==> src/rtl/shuop_pkg.sv <==
package shuop_pkg;

    localparam int OP_W = 3;

    localparam logic [OP_W-1:0] OP_SHL  = 3'd0;
    localparam logic [OP_W-1:0] OP_SHR  = 3'd1;
    localparam logic [OP_W-1:0] OP_CIL  = 3'd2;
    localparam logic [OP_W-1:0] OP_CIR  = 3'd3;
    localparam logic [OP_W-1:0] OP_ASHL = 3'd4;
    localparam logic [OP_W-1:0] OP_ASHR = 3'd5;

    typedef enum logic [3:0] {
        ACT_HOLD,
        ACT_LOAD,
        ACT_SHL,
        ACT_SHR,
        ACT_CIL,
        ACT_CIR,
        ACT_ASHL,
        ACT_ASHR,
        ACT_NOP
    } act_e;

endpackage

==> src/rtl/shuop_decode.sv <==
module shuop_decode
    import shuop_pkg::*;
(
    input  logic            load_en,
    input  logic            shift_en,
    input  logic [OP_W-1:0] shift_op,
    output act_e            act
);

    act_e shift_act;

    always_comb begin
        unique case (shift_op)
            OP_SHL:  shift_act = ACT_SHL;
            OP_SHR:  shift_act = ACT_SHR;
            OP_CIL:  shift_act = ACT_CIL;
            OP_CIR:  shift_act = ACT_CIR;
            OP_ASHL: shift_act = ACT_ASHL;
            OP_ASHR: shift_act = ACT_ASHR;
            default: shift_act = ACT_NOP;
        endcase
    end

    // load wins over shift; idle when neither is requested
    always_comb begin
        if (load_en)       act = ACT_LOAD;
        else if (shift_en) act = shift_act;
        else               act = ACT_HOLD;
    end

endmodule

==> src/rtl/shuop_shifter.sv <==
module shuop_shifter
    import shuop_pkg::*;
#(
    parameter int W = 8
) (
    input  act_e         act,
    input  logic [W-1:0] cur,
    output logic [W-1:0] shifted,
    output logic         go_left,
    output logic         ovf_next
);

    logic fill_lo;   // bit entering position 0 on a left move
    logic fill_hi;   // bit entering position W-1 on a right move
    logic [W-1:0] up_v;
    logic [W-1:0] dn_v;

    always_comb begin
        go_left = 1'b0;
        fill_lo = 1'b0;
        fill_hi = 1'b0;
        unique case (act)
            ACT_SHL:  go_left = 1'b1;
            ACT_ASHL: go_left = 1'b1;
            ACT_CIL: begin
                go_left = 1'b1;
                fill_lo = cur[W-1];
            end
            ACT_CIR:  fill_hi = cur[0];
            ACT_ASHR: fill_hi = cur[W-1];
            default: begin
                go_left = 1'b0;
            end
        endcase
    end

    for (genvar i = 0; i < W; i++) begin : g_bit
        if (i == 0) begin : g_lo
            assign up_v[i] = fill_lo;
        end else begin : g_lo_mid
            assign up_v[i] = cur[i-1];
        end
        if (i == W-1) begin : g_hi
            assign dn_v[i] = fill_hi;
        end else begin : g_hi_mid
            assign dn_v[i] = cur[i+1];
        end
        assign shifted[i] = go_left ? up_v[i] : dn_v[i];
    end

    assign ovf_next = (act == ACT_ASHL) ? (cur[W-1] ^ cur[W-2]) : 1'b0;

endmodule

==> src/rtl/shuop_reg.sv <==
module shuop_reg
    import shuop_pkg::*;
#(
    parameter int W = 8
) (
    input  logic         clk,
    input  logic         rst_n,
    input  logic         load_en,
    input  logic [W-1:0] load_data,
    input  logic         shift_en,
    input  logic [2:0]   shift_op,
    output logic [W-1:0] q,
    output logic         ovf
);

    act_e         act;
    logic [W-1:0] shifted;
    logic         go_left;
    logic         ovf_next;
    logic [W-1:0] q_next;
    logic         ovf_d;

    shuop_decode u_dec (
        .load_en  (load_en),
        .shift_en (shift_en),
        .shift_op (shift_op),
        .act      (act)
    );

    shuop_shifter #(.W(W)) u_shf (
        .act      (act),
        .cur      (q),
        .shifted  (shifted),
        .go_left  (go_left),
        .ovf_next (ovf_next)
    );

    // next-state selection by action
    always_comb begin
        q_next = q;
        ovf_d  = ovf;
        unique case (act)
            ACT_HOLD: begin
                q_next = q;
                ovf_d  = ovf;
            end
            ACT_LOAD: begin
                q_next = load_data;
                ovf_d  = 1'b0;
            end
            ACT_NOP: begin
                q_next = q;
                ovf_d  = 1'b0;
            end
            default: begin
                q_next = shifted;
                ovf_d  = ovf_next;
            end
        endcase
    end

    // state register
    always_ff @(posedge clk or negedge rst_n) begin
        if (!rst_n) begin
            q   <= '0;
            ovf <= 1'b0;
        end else begin
            q   <= q_next;
            ovf <= ovf_d;
        end
    end

    logic unused_dir;
    assign unused_dir = go_left;

endmodule

==> config.mk <==
export PLATFORM = sky130hd
export DESIGN_NAME = shuop_reg
export DESIGN_NICKNAME = d
export VERILOG_FILES = /design/src/rtl/shuop_pkg.sv /design/src/rtl/shuop_decode.sv /design/src/rtl/shuop_shifter.sv /design/src/rtl/shuop_reg.sv
export SDC_FILE = /design/constraint.sdc
export NUM_CORES = 1
export LEC_CHECK = 0
export ABC_AREA = 1
export BUFFER_PORTS_ARGS = -buffer_cell sky130_fd_sc_hd__buf_2
export CORE_MARGIN = 8
export CORE_UTILIZATION = 46
export DETAILED_ROUTE_END_ITERATION = 16
export GPL_TIMING_DRIVEN = 0
export PLACE_DENSITY_LB_ADDON = 0.25
export RECOVER_POWER = 50
export SETUP_SLACK_MARGIN = 0.2
export SYNTH_ARGS = -nofsm -noshare
export SYNTH_HDL_FRONTEND = slang
export SYNTH_SLANG_ARGS = --single-unit
==> constraint.sdc <==
create_clock -name clk -period 1.1 [get_ports clk]
set_input_delay 0.165 -clock clk [delete_from_list [all_inputs] [get_ports clk]]
set_output_delay 0.165 -clock clk [all_outputs]
set_load 0.05 [all_outputs]
### Word level (Yosys, flattened, before mapping)

Cells that the tools add are included.
Widths: inputs -> output; s select.

* reduce and logical (&&, ||, !) cells: 6
* bitwise logic cells: 2
* equal/unequal tests: 13
* mux-type cells: 17

Operators with widths (count)
* $pmux 4 s6: 1
* $eq 4x3->1 const B: 4
* $pmux 8 s2: 1
* $mux 1: 11
* $mux 4: 2
* $eq 3x2->1 const B: 2
* $eq 3x3->1 const B: 2
* $eq 4x1->1 const B: 1
* $eq 4x2->1 const B: 1
* $eq 4x4->1 const B: 1
* $logic_not 4->1: 1
* $pmux 1 s2: 2
* $reduce_or 2->1: 2
* $eq 3x1->1 const B: 1
* $logic_not 3->1: 1
* $ne 3x2->1 const B: 1
* $reduce_or 3->1: 1
* $reduce_and 2->1: 1
* $not 1->1: 1
* $xor 1x1->1: 1

* output and inout bits: 9
* logic and storage cells: 41
* input port bits: 15
* bits in registers: 9

### Logic depth before layout (Yosys ltp)

Gate-level depths: netlist of the first run.

* depth in word-level cells: 9
* gate-level depth with buffers: 9
* depth with buffers taken out: 9

### By module

Synthesis of the first run repeated with hierarchy kept, for this count alone.

* cells, all modules: 117
* area total of the unflattened synthesis: 765.7 sq um

By module, submodules not included
* shuop_reg: area an instance 519.2 sq um, instances 1, sequential area each 225.2 sq um, cells each 67
* shuop_shifter: area an instance 197.7 sq um, instances 1, sequential area each 0.0 sq um, cells each 38
* shuop_decode: area an instance 48.8 sq um, instances 1, sequential area each 0.0 sq um, cells each 12

### Worst setup path after synthesis of the first run

Ideal clock, no wire load.

* kind: register -> register
* start point: register q[7]
* end point: register ovf
* setup time: 0.131 ns
* slack: -0.003 ns
* period minus slack after synthesis: 1.103 ns
* stages on the path, launching flop included: 4
* data arrival time: 0.972 ns
* data required time: 0.969 ns
* path buffers: 0
* cells stage by stage: dfrtp_1 xor2_1 nand4_1 o21ai_0

* word-level cells in the longest chain between the ends: 3

Ends and longest elaborated chain
* start: declaration: line shuop_reg.sv:12 `output logic [W-1:0] q,`
* start signal: assignment: line shuop_reg.sv:68 `q <= q_next;`
* $xor 1x1->1: line shuop_shifter.sv:51 `assign ovf_next = (act == ACT_ASHL) ? (cur[W-1] ^ cur[W-2]) : 1'b0;`
* $mux 1: line shuop_shifter.sv:51
* $pmux 1 s2: line shuop_reg.sv:42 `unique case (act)`
* end signal: assignment: line shuop_reg.sv:69 `ovf <= ovf_d;`
* end: declaration: line shuop_reg.sv:13 `output logic ovf`

Every way passes these cells.
A chain may end at the register's enable or synchronous reset.

### Final worst setup path of the first run

* start point: input shift_op[1]
* end point: register q[0]

* word-level cells in the longest chain between the ends: 9
* elaborated cells between the ends (all ways): 21
* classes of those cells: eq/ne: 10; mux: 7; reduce/logical: 4

Ends and longest elaborated chain
* start: declaration: line shuop_reg.sv:11 `input logic [2:0] shift_op,`
* $eq 3x3->1 (tied with other cells): line shuop_decode.sv:13 `unique case (shift_op)`
* $pmux 4 s6 *: line shuop_decode.sv:13
* $mux 4 *: line shuop_decode.sv:27 `else if (shift_en) act = shift_act;`
* $mux 4 *: line shuop_decode.sv:26 `if (load_en) act = ACT_LOAD;`
* $eq 4x2->1 / $eq 4x3->1 (equally long branches): line shuop_shifter.sv:22 `unique case (act)`
* $reduce_or 3->1 (no line)
* $mux 1: line shuop_shifter.sv:22
* $mux 1: line shuop_shifter.sv:48 `assign shifted[i] = go_left ? up_v[i] : dn_v[i];`
* $pmux 8 s2: line shuop_reg.sv:42

Mark *: on every way between the ends. The rest lies on a longest branch, timed or not.

==> results of run 1 <==
==> critical path: stages <==
cell	delay, ns
buf_2	0.14
nand2_4	0.09
nand3_1	0.08
nand2_1	0.15
buf_4	0.19
nor2_1	0.12
nand3b_1	0.11
nand3_1	0.10
nand2_1	0.09
nand2_1	0.07
==> state kept, by name, indices dropped and copies added (netlist names) <==
| name | count |
|---|---|
| q | 8 |
| ovf | 1 |
==> power by group through the flow <==
stage                     Sequential [uW]  Clock, uW  Combinational (uW)
final                                 433        274                 730
after CTS                             423        259                 611
after global routing                  435        294                 763
after floorplan                       582          0                 157
after global placement                436          0                 425
after detailed placement              437          0                 434
==> area by class of cell <==
| type | count | area (sq um) | area share (%) |
|---|---|---|---|
| inverters | 6 | 53.80 | 4.447 |
| flip-flops and latches | 9 | 235.2 | 19.44 |
| multi-input cells | 85 | 501.7 | 41.47 |
| clock buffers | 4 | 26.28 | 2.172 |
| repair buffers | 41 | 361.6 | 29.89 |
| well taps | 15 | 18.77 | 1.551 |
| plain buffers | 2 | 12.51 | 1.034 |
==> per-layer routing <==
| layer | track usage [%] | vias to the layer above | wire length (um) |
|---|---|---|---|
| met3 | 3.361 | 24 | 292 |
| met1 | 18.52 | 467 | 1149 |
| met4 | 7.563 | 0 | 167 |
| met5 | 0 | - | 0 |
| met2 | 28.52 | 79 | 1588 |
| li1 | - | 418 | - |
==> synthesized netlist by cell type (all sizes together) <==
library cell	instances	share of area (%)
nor2	20	12
nand2	39	23
nand3	16	13
nand4	4	3.9
xor2	1	1.4
buf	2	2.0
dfrtp	9	35
inv	5	2.9
o21ai	2	1.6
clkinv	1	0.59
a21oi	2	3.3
nand3b	1	1.2
==> logic make-up (layout without fill, tap and decap cells) <==
logic type             after synthesis  in the layout  synth area share [%]
AO/OA/AOI/OAI                        4              4                 4.912
flip-flops                           9              9                 35.36
buffers and inverters                8             53                 5.500
AND/OR/NAND/NOR                     80             80                 52.85
XOR/XNOR                             1              1                 1.375
==> cells in the final DEF, fill, tap and decap left out, types with 2 or more instances in the layout <==
cell / n
nand2_1: 30
a21oi_4: 2
nand3_1: 6
nand2_2: 7
nand4_1: 4
nand2_4: 2
nor2_1: 17
clkbuf_4: 3
buf_2: 11
dfrtp_2: 8
nor2_4: 3
nand3_2: 9
buf_4: 10
inv_1: 3
buf_6: 17
clkbuf_1: 3
==> per-stage QoR <==
stage               total power, uW  cell area, sq um   TNS (ns)  util [%]
global route                   1492              1210   -0.03874     92.98
detailed placement            870.6             835.8     -1.714     64.23
CTS                            1293              1070          0     82.21
floorplan                     739.8             701.9          0         -
global placement              860.8             835.8     -1.485     64.23
finish                         1437              1210  -0.007600     92.98
==> how the worst max path moves through the flow <==
| stage | startpoint | endpoint | slack (ns) | cells past startpoint |
|---|---|---|---|---|
| 3_3_place_gp | load_en | q[5] | -0.22 | 9 |
| 2_1_floorplan | q[6] | ovf | 0.15 | 3 |
| 6_report | shift_op[1] | q[0] | -0.008 | 10 |
| 4_1_cts | q[6] | q[6] | 0.07 | 1 |
| 5_1_grt | shift_op[1] | q[0] | -0.02 | 10 |
| 3_5_place_dp | load_en | q[5] | -0.23 | 9 |
==> what timing repair did <==
| action | 4_1_cts | 5_1_grt |
|---|---|---|
| hold buffers | 1 | 0 |
| pin swaps | 11 | 20 |
| cloned | 0 | 0 |
| setup endpoints to repair | 18 | 18 |
| hold endpoints to repair | 9 | 0 |
| buffers inserted | 12 | 5 |
| gates resized for setup | 31 | 32 |
==> results.tsv, run 1 <==
metric	value	unit
crit end category	flop	
clock slew at reported path FFs	0.07	ns
Peak Freq	0.9029	GHz
layout cell share with drive strength beyond 1	53.74	%
post-route clock period utilization	100.7	%
worst slew pin tran	0.5342	ns
Final Hold Vio Count	0	
status	complete, but fails checks	
Slew headroom	64.39	%
post-route ant nets	0	
FF-to-FF End	q[0]	
Setup violations, final	1	
Pleak	0.0005969	uW
Max Cap Viol	0	
Hold WS	0.1692	ns
Flop pwr share	30.1	%
Post-Syn Instances	102	
Req. time, crit path	1.31	ns
P_int	821.6	uW
post-synth cell types	15	
sw frac	42.81	%
nets@finish	163	
routed wire length	3.198	mm
initial core utilization	48.94	%
die height	53.21	um
IO Port Bufs	23	
Rows	13	
Yosys warning count	0	
R2R Setup Slk	0.04	ns
Vias	988	
initial antenna violation count	0	
HP Start	load_data[7]	
Yosys reg bits	9	
critical path startpoint category	primary input	
CTS buffer count	3	
pre-CTS WS	-0.2345	ns
HP Class	in2reg	
Pins Over Slew Limit	0	
Filler Cell Count	46	
P per Cell Area	1187	mW/mm^2
end of the worst hold path	q[7]	
Clk Latency, worst-skew pair	0.27	ns
WP data arrival	1.32	ns
Mapped Area	636.9	sq um
area grow syn2layout	89.98	%
GRT Overall Usage	16.39	%
Ports	24	
DRC	0	
drt via density	6.099	
final worst clock skew	0.007875	ns
core area	0.001301	sq mm
post-synth net total	117	
vias in the first global route	821	
DR pass1 iterations	4	
combinational share of power	50.8	%
Wirelength per Cell	19.74	um
Clk network pwr share	19.1	%
gr ovfl total	0	
gpl congestion	0.8341	
P_sw	615.0	uW
CTS Buffer Depth	2	
RSZ-0062 raised after global routing	true	
clock sink total	9	
clock root buffer	clkbuf_4	
Hold Path Stages	3	
sequential area share after synthesis	35.36	%
syn_area_per_cell	6.244	sq um
CTS tree	built	
DP HPWL	1.465	mm
FF-to-FF Start	q[7]	
non-filler cells in the finished layout	162	
area of the die	0.002831	sq mm
fin worst setup slack	-0.007600	ns
maximum VDD drop	1.026	mV
first-pass GRT wire length	3.594	mm
Iter 0 DRT Violations	81	
die width	53.21	um
Tmin final	1.108	ns
htree depth	1	
diodes inserted	0	
worst-path fanout max	4	
Reg2Reg Depth	5	
largest net degree at the start of global routing	11	
failing checks	setup timing	
placed cells	140	
critical path class	in2reg	
No activity file was read; power rests on OpenSTA's default activity.
==> run 2: changes to the inputs <==
--- a/config.mk
+++ b/config.mk
@@ -9,5 +9,5 @@
 export BUFFER_PORTS_ARGS = -buffer_cell sky130_fd_sc_hd__buf_2
-export CORE_MARGIN = 8
-export CORE_UTILIZATION = 46
+export CORE_AREA = 8 8 45 47
 export DETAILED_ROUTE_END_ITERATION = 16
+export DIE_AREA = 0 0 53 55
 export GPL_TIMING_DRIVEN = 0
==> constraint.sdc (replaced) <==
create_clock -name clk -period 1.3 [get_ports clk]
set_input_delay 0.26 -clock clk [delete_from_list [all_inputs] [get_ports clk]]
set_output_delay 0.26 -clock clk [all_outputs]
set_load 0.05 [all_outputs]
==> run 2 against run 1 <==
Against the previous run: the run now ends clean; via count decreased by 14%; total power decreased by 25%; combinational power decreased by 31%; clock-buffer cell count unchanged; routed wire length decreased by 30%; largest power group unchanged; core utilization decreased by 19 points; flip-flop and latch count unchanged; clock skew decreased by 0.0065 ns; largest cell class unchanged; non-clock buffer count unchanged.
==> results.tsv, run 2 (synthesized netlist as in run 1, its figures left out) <==
metric	value	unit	change
final worst clock skew	0.001359	ns	-0.006516 ns
WP data arrival	1.26	ns	-0.06 ns
initial antenna violation count	0		unchanged
FF-to-FF End	ovf		
initial core utilization	46.02	%	-2.9 points
fin worst setup slack	0.2004	ns	+0.2080 ns
multi-input combinational cell area	405.4	sq um	-19%
critical path startpoint category	primary input		
GRT Overall Usage	15.65	%	-0.73 points
layout cell share with drive strength beyond 1	36.05	%	-18 points
Setup violations, final	0		-1
first-pass GRT wire length	3.505	mm	-2.5%
Hold Path Stages	3		unchanged
Pins Over Slew Limit	0		unchanged
Top reg by flops	q		
status	complete, no violations		
Rows	14		+1
DR pass1 iterations	4		unchanged
Pleak	0.0005383	uW	-9.8%
crit end category	flop		
DP HPWL	1.386	mm	-5.4%
post-route ant nets	0		unchanged
pre-CTS WS	-0.1513	ns	+0.08316 ns
Sequential cell area	226.5	sq um	-3.7%
CTS buffer count	3		unchanged
Iter 0 DRT Violations	25		-69%
Max Cap Viol	0		unchanged
clock slew at reported path FFs	0.07	ns	about the same
placed cell area	773.2	sq um	-7.5%
CTS tree	built		
worst-path fanout max	7		+3
R2R Setup Slk	0.28	ns	+0.24 ns
non-filler cells in the finished layout	163		+0.62%
maximum VDD drop	0.8242	mV	-20%
htree depth	1		unchanged
Ports	24		unchanged
commonest non-fill, non-tap cell in the layout	nand2_1		
area grow syn2layout	61.30	%	
Wirelength per Cell	13.79	um	-30%
post-route clock period utilization	84.59	%	
Peak Freq	0.9094	GHz	
Clk Latency, worst-skew pair	0.26	ns	about the same
end of the worst hold path	q[7]		
gpl congestion	0.8579		+2.9%
HP Start	load_data[7]		
FF-to-FF Start	q[7]		
IO Port Bufs	23		unchanged
routed wire length	2.248	mm	-30%
Req. time, crit path	1.46	ns	+0.15 ns
diodes inserted	0		unchanged
placed cells	141		+0.71%
critical path class	in2reg		
P per Cell Area	1050	mW/mm^2	-12%
HP Class	in2reg		
clock sink total	9		unchanged
clock root buffer	clkbuf_4		
vias in the first global route	804		-2.1%
Largest regs	q (8), ovf (1)		
Reg2Reg Depth	4		-1
Filler Cell Count	116		+150%
core area	0.001384	sq mm	+6.3%
nets@finish	163		unchanged
drt via density	5.221		-14%
final non-filler cell area	0.001027	sq mm	-15%
Final Hold Vio Count	0		unchanged
RSZ-0062 raised after global routing	true		
most frequent cells in the layout	36 x nand2_1, 19 x nor2_1, 18 x buf_4, 15 x nand3_1, 12 x buf_2		
worst slew pin tran	0.5384	ns	+0.004264 ns
die height	55	um	+3.4%
Vias	851		-14%
Core Util, Final	74.23	%	-19 points
Slew headroom	64.11	%	-0.28 points
Tmin final	1.100	ns	
gr ovfl total	0		unchanged
Hold WS	0.2271	ns	+0.05789 ns
area of the die	0.002915	sq mm	+3.0%
max reg flops	8		unchanged
largest net degree at the start of global routing	11		unchanged
CTS Buffer Depth	2		unchanged
die width	53	um	-0.39%
DRC	0		unchanged
==> run 2: power by group <==
part	internal (uW)	switching [uW]	leakage (uW)	total, uW
sequential	317	30.7	0.000108	348
combinational	205	300	0.000415	505
clock	119	107	0.0000150	226
==> run 2: worst max path at each step <==
stage / startpoint / depth (start not counted) / slack [ns] / to
global route: load_en / 10 / 0.12 / q[5]
floorplan: q[6] / 3 / 0.21 / ovf
CTS: q[6] / 1 / 0.13 / q[6]
detailed placement: shift_op[2] / 7 / -0.15 / q[2]
global placement: shift_op[2] / 7 / -0.12 / q[1]
finish: load_en / 10 / 0.20 / q[5]
==> run 2: critical path: stages <==
cell and delay [ns]:
buf_4 0.14, clkinvlp_2 0.14, nand2_1 0.07, nor2_1 0.12
nand4_1 0.11, buf_6 0.15, nand3_1 0.07, nand3_1 0.08
nand2_1 0.07, nand2_1 0.04
==> run 2: timing repair <==
item	4_1_cts	5_1_grt
hold buffers	1	0
gates resized for setup	18	13
pin swaps	0	6
setup endpoints to repair	16	13
hold endpoints to repair	9	0
setup buffers	8	9
==> run 2: metal layers <==
| layer | part of all wire (%) | GRT usage, % |
|---|---|---|
| met3 | 6.8 | 4.545 |
| met4 | 2.4 | 4.310 |
| met2 | 53 | 28.32 |
| met1 | 38 | 17.41 |
| met5 | 0 | 0 |
==> run 2: layout make-up <==
class | instances | share of cell area [%]
Multi-Input combinational cell | 85 | 39.46
Timing Repair Buffer | 41 | 30.45
Sequential cell | 9 | 22.05
Clock buffer | 4 | 2.558
Inverter | 6 | 2.314
Tap cell | 16 | 1.949
Buffer | 2 | 1.218
==> run 2: metrics by stage <==
stage	total power, uW	TNS, ns
finish	1079	0
global route	1131	0
CTS	1029	0
detailed placement	710.4	-1.007
global placement	704.3	-0.6342
floorplan	607.9	0
